[config.mk]
export PLATFORM = sky130hd
export DESIGN_NAME = mtc_out_stage
export DESIGN_NICKNAME = d
export VERILOG_FILES = /design/src/rtl/mtc_pkg.sv /design/src/rtl/mtc_out_stage.sv
export SDC_FILE = /design/constraint.sdc
export NUM_CORES = 1
export LEC_CHECK = 0
export CAP_MARGIN = 20
export CELL_PAD_IN_SITES_DETAIL_PLACEMENT = 0
export CELL_PAD_IN_SITES_GLOBAL_PLACEMENT = 1
export CORE_ASPECT_RATIO = 0.7
export CORE_MARGIN = 1
export CORE_UTILIZATION = 25
export DETAILED_ROUTE_END_ITERATION = 10
export PLACE_DENSITY_LB_ADDON = 0.1
export SETUP_SLACK_MARGIN = 0.02
export SLEW_MARGIN = 20
export SYNTH_ARGS = -nofsm -noshare
export SYNTH_HDL_FRONTEND = slang
export SYNTH_SLANG_ARGS = --single-unit
[constraint.sdc]
create_clock -name clk -period 0.8 [get_ports clk]
set_input_delay 0.08 -clock clk [delete_from_list [all_inputs] [get_ports clk]]
set_output_delay 0.08 -clock clk [all_outputs]
set_load 0.03 [all_outputs]
[src/rtl/mtc_pkg.sv]
// Shared constants and helpers for the memory version tag checker.
// Assumes a 4-bit version field; locks 1..13 are checked, others bypass.
package mtc_pkg;
    localparam int KEY_W      = 4;
    localparam int LOCK_MIN   = 1;
    localparam int LOCK_MAX   = 13;

    typedef enum logic [1:0] {
        VERD_MATCH     = 2'd0,
        VERD_UNCHECKED = 2'd1,
        VERD_TRAP      = 2'd2
    } verdict_e;

    // True when a lock value takes part in comparison.
    function automatic logic lock_checked(input logic [KEY_W-1:0] lk);
        return (lk >= KEY_W'(LOCK_MIN)) && (lk <= KEY_W'(LOCK_MAX));
    endfunction
endpackage

[src/rtl/mtc_out_stage.sv]
// Output register: holds one forwarded access under back-pressure and
// raises a one-cycle trap report for a rejected access.
// Assumes accept is only asserted while slot_free is high.
module mtc_out_stage
    import mtc_pkg::*;
#(
    parameter int VA_W = 64
) (
    input  logic             clk,
    input  logic             rst_n,
    input  logic             accept,
    input  verdict_e         verdict,
    input  logic             is_store,
    input  logic [VA_W-1:0]  masked_va,
    input  logic [VA_W-1:0]  raw_va,
    input  logic [KEY_W-1:0] key,
    input  logic [KEY_W-1:0] lock,
    input  logic             fwd_ready,
    output logic             slot_free,
    output logic             fwd_valid,
    output logic             fwd_is_store,
    output logic [VA_W-1:0]  fwd_addr,
    output logic             trap_valid,
    output logic [VA_W-1:0]  trap_va,
    output logic [KEY_W-1:0] trap_key,
    output logic [KEY_W-1:0] trap_lock
);
    logic is_trap;

    // Slot can take a new access if empty or being drained now.
    always_comb begin
        slot_free = !fwd_valid || fwd_ready;
        is_trap   = (verdict == VERD_TRAP);
    end

    // Forward slot: load on a passing accept, clear when drained.
    always_ff @(posedge clk) begin
        if (!rst_n) begin
            fwd_valid    <= 1'b0;
            fwd_is_store <= 1'b0;
            fwd_addr     <= '0;
        end else if (accept && !is_trap) begin
            fwd_valid    <= 1'b1;
            fwd_is_store <= is_store;
            fwd_addr     <= masked_va;
        end else if (fwd_ready) begin
            fwd_valid    <= 1'b0;
        end
    end

    // Trap report: pulse for one cycle, fields captured with it.
    always_ff @(posedge clk) begin
        if (!rst_n) begin
            trap_valid <= 1'b0;
            trap_va    <= '0;
            trap_key   <= '0;
            trap_lock  <= '0;
        end else begin
            trap_valid <= accept && is_trap;
            if (accept && is_trap) begin
                trap_va   <= raw_va;
                trap_key  <= key;
                trap_lock <= lock;
            end
        end
    end

    // nothing leaves with key bits set.
    p_fwd_masked_r1: assert property (@(posedge clk) disable iff (!rst_n)
        fwd_valid |-> (fwd_addr[VA_W-1 -: KEY_W] == '0));

    // a trapped access never occupies the forward slot.
    p_trap_no_fwd_r3: assert property (@(posedge clk) disable iff (!rst_n)
        trap_valid |-> !fwd_valid);

    // reported key is the top field of the reported address.
    p_trap_key_r4: assert property (@(posedge clk) disable iff (!rst_n)
        trap_valid |-> (trap_key == trap_va[VA_W-1 -: KEY_W]));

    // a trap only ever reports a checked lock that differs from the key.
    p_trap_checked_r5: assert property (@(posedge clk) disable iff (!rst_n)
        trap_valid |-> (lock_checked(trap_lock) && (trap_lock != trap_key)));

    // a stalled access stays put.
    p_fwd_hold_r8: assert property (@(posedge clk) disable iff (!rst_n)
        (fwd_valid && !fwd_ready) |=> (fwd_valid && $stable(fwd_addr)
                                       && $stable(fwd_is_store)));
endmodule

; ---- Word-level counts from Yosys, hierarchy flattened
; Cells that the tools add are included.
[word_totals]
out_inout_bits = 140
ff_bits = 139
elab_cells = 16
[classes]
n_reduce_logical = 6
n_mux = 2
eq_ne = 1
[ops]
columns = op, count
row1 = $eq A2 B2 Y1 const B, 1
row2 = $logic_and A1 B1 Y1, 2
row3 = $logic_not A1 Y1, 2
row4 = $mux W1, 2
row5 = $reduce_bool A2 Y1, 1
row6 = $logic_or A1 B1 Y1, 1

; ---- Longest topological paths before layout
[depth]
word_depth = 4
ltp_mapped = 5
ltp_nobuf = 3

; ---- Worst setup path after synthesis
; No wires, ideal clock.
[synth_path]
kind = flip-flop to flip-flop
startpoint = register, netlist name fwd_valid
endpoint = register fwd_valid
required_time_ps = 730
synth_period_minus_slack_ps = 1004
path_stages_with_launch = 3
slack_ps = -204
t_arrival_ps = 934
path_buffers = 0
setup_ps = 70
cell_sequence = dfxtp_1 nand2b_1 a21oi_1
[synth_lines]
columns = item, line
row1 = "end signal, assigned", mtc_out_stage.sv:39  ; fwd_valid <= 1'b0;
row2 = "end signal, assigned", mtc_out_stage.sv:43  ; fwd_valid <= 1'b1;
row3 = "end signal, assigned", mtc_out_stage.sv:47  ; fwd_valid <= 1'b0;
row4 = "end, declared", mtc_out_stage.sv:20  ; output logic fwd_valid,

; ---- Final worst setup path
[layout_path]
startpoint = register fwd_valid
endpoint = output slot_free
[layout_via]
elab_chain_cells = 2
[layout_rtl]
columns = item, line
row1 = $logic_not A1 Y1, mtc_out_stage.sv:32  ; slot_free = !fwd_valid || fwd_ready;
row2 = $logic_or A1 B1 Y1, mtc_out_stage.sv:32
row3 = "end, declared", mtc_out_stage.sv:19  ; output logic slot_free,
; No other way between the ends.

==> flow_metrics.env <==
export IMPL_place_area_um2=8340
export IMPL_cp_required_ns=0.72
export IMPL_cts_tree="yes"
export IMPL_rsz0062_at_grt="true"
export IMPL_p_sw_frac=0.269
export IMPL_syn_to_final_growth_pct=96.6
export IMPL_crit_arrival_ns=0.97
export IMPL_final_area_um2=10300
export IMPL_htreeDepth=4
export IMPL_drv_slew=0
export IMPL_num_vias=5319
export IMPL_switchingPower_mw=5.12
export IMPL_violations="negative setup slack"
export IMPL_routed_wl_mm=17.8
export IMPL_row_count=43
export IMPL_status="finished, violations left"
export IMPL_final_common_cell="nand2_1"
export IMPL_fin_crit_ns=1.05
export IMPL_route_met3_wl_mm=1.73
export IMPL_slew_headroom=0.814
export IMPL_final_antenna_net_count=0
export IMPL_setup_tns_ns=-23.40
export IMPL_nets=1097
export IMPL_max_freq_ghz=0.952
export IMPL_firstDrtPassIters=4
export IMPL_drt_initial_drc_count=236
export IMPL_die_area_um2=21600
export IMPL_grt_usage=0.154
export IMPL_critPathLaunchType="flip-flop"
export IMPL_ys_ff_latch=139
export IMPL_worstMarginPinSlew_ns=0.279
export IMPL_sequentialPowerShare=0.398
export IMPL_grt_pass1_vias=5056
export IMPL_cts_sink_count=139
export IMPL_die_x_um=175
export IMPL_drive_above_1_share=0.471
export IMPL_leakage_nw=4.38
export IMPL_root_buffer="clkbuf_16"
export IMPL_cts_buffers=17
export IMPL_place_hpwl_mm=11.9
export IMPL_grt_pass1_wl_mm=25.7
export IMPL_period_share=1.31
export IMPL_hp_class="input port to flip-flop"
export IMPL_diodes=0
export IMPL_yosysWarnings=0
export IMPL_combPwrFrac=0.187
export IMPL_syn_area_per_cell_um2=8.59
export IMPL_die_h_um=123
export IMPL_hold_ws_ns=0.0386
export IMPL_fin_skew_ns=0
export IMPL_cellPowerDensity_nw_per_um2=1850
export IMPL_post_route_drc_count=0
export IMPL_setup_viol_count_final=141
export IMPL_io_pins=283
export IMPL_overflow=0
export IMPL_crit_path_max_fanout=2
export IMPL_portBuffers=282
export IMPL_grt_max_degree=54
export IMPL_synthCells=611
export IMPL_drt_wirelength_per_cell_um=14.4
export IMPL_finalPower_mw=19.0
export IMPL_insertion_delay_ns=0.41
export IMPL_final_cell_mix="201 x nand2_1, 144 x buf_6, 139 x dfxtp_2, 138 x clkdlybuf4s50_1, 70 x buf_4"
export IMPL_critical_path_class="flip-flop to output port"
export IMPL_synth_net_count=754
export IMPL_grt_antenna_before_repair=0
export IMPL_seq_area_frac_synth=0.530
export IMPL_final_setup_worst_slack_ns=-0.250
export IMPL_viasPerCell=4.30
export IMPL_met2_length_mm=8.44
export IMPL_clock_path_buffers=2
export IMPL_clkPwrFrac=0.415
export IMPL_p_int_mw=13.9
export IMPL_dr_max_layer_used="met4"
export IMPL_yosysUniqueCellTypes=15
export IMPL_core_area_um2=20200
export IMPL_ir_drop_uv=1220
export IMPL_maxCapViolCount=0
export IMPL_routabilityCongestion=0.753
export IMPL_synth_area_um2=5250
export IMPL_start_util=0.260
export IMPL_hold_viol=0
export IMPL_clk_pin_slew_ns=0.06
export IMPL_end_kind="output port"
export IMPL_wl_met1_mm=7.44
[power groups by stage]
stage | combinational [mW] | sequential (mW) | clock, mW
5_1_grt | 3.78 | 7.61 | 8.51
3_3_place_gp | 3.04 | 7.60 | 0
6_report | 3.56 | 7.58 | 7.91
4_1_cts | 3.44 | 7.57 | 8.16
3_5_place_dp | 3.07 | 7.60 | 0
2_1_floorplan | 0.939 | 8.24 | 0
[stage by stage]
| step | utilization | instances | setup slack [ns] |
|---|---|---|---|
| final | 0.511 | 1237 | -0.250 |
| after global routing | 0.511 | 1237 | -0.288 |
| after CTS | 0.495 | 1208 | -0.268 |
| after detailed placement | 0.413 | 1134 | -0.637 |
| after global placement | 0.413 | 1134 | -0.619 |
| after floorplan | - | 611 | -0.0431 |
[kinds of logic after synthesis]
logic type | Yosys count | share of synthesized area
buffers and inverters | 54 | 0.0534
multiplexers | 65 | 0.124
AO/OA/AOI/OAI | 73 | 0.0696
flip-flops | 139 | 0.530
AND/OR/NAND/NOR | 280 | 0.223
[registers in the layout, summed over array words and instances (netlist names)]
name          cells
fwd_addr         64
fwd_is_store      1
trap_lock         4
fwd_valid         1
trap_va          64
trap_key          4
trap_valid        1
[repair_timing]
item	4_1_cts	5_1_grt
hold buffers	0	1
endpoints found under the hold margin	0	1
pin swaps	0	2
setup buffers	40	24
gates resized for setup	297	21
endpoints found under the setup margin	277	152
gates cloned	2	4
[worst paths after layout]
| check | startpoint | to | slack, ns | depth (start not counted) |
|---|---|---|---|---|
| setup / recovery | fwd_valid | slot_free | -0.25 | 2 |
| hold / removal | verdict[1] | fwd_valid | 0.04 | 4 |
| setup reg to reg | fwd_valid | fwd_valid | -0.03 | 4 |
| hold reg to reg | trap_va[62] | trap_va[62] | 0.45 | 2 |
[area by class of cell]
class | instances | area [µm²]
flip-flops and latches | 139 | 2960
clock inverters | 12 | 140
multi-input cells | 418 | 2420
fillers | 1921 | 9860
repair buffers | 377 | 4010
well taps | 270 | 338
inverters | 1 | 3.75
clock buffers | 20 | 447
[Yosys cell counts, drive strengths merged]
| cell type | n | area share |
|---|---|---|
| nand2 | 203 | 0.15 |
| dfxtp | 139 | 0.53 |
| nand3 | 72 | 0.069 |
| o21ai | 72 | 0.069 |
| mux2i | 65 | 0.12 |
| buf | 33 | 0.038 |
| clkbuf | 20 | 0.014 |
| nand2b | 2 | 0.0024 |
| a21oi | 1 | 0.00095 |
| and2 | 1 | 0.0017 |
| inv | 1 | 0.00071 |
| nand3b | 1 | 0.0038 |
| nor2 | 1 | 0.00071 |
[layer usage]
layer  GRT usage  vias up
met1       0.175     2424
met5           0        -
li1            -     2711
met4      0.0565        0
met3      0.0735       19
met2       0.254      165
[critical path, cell delays in order (launching register included)]
cell      delay, ns
dfxtp_2        0.35
nand2b_4       0.06
buf_6          0.13
Note: power is estimated with default switching activity, not from simulation.
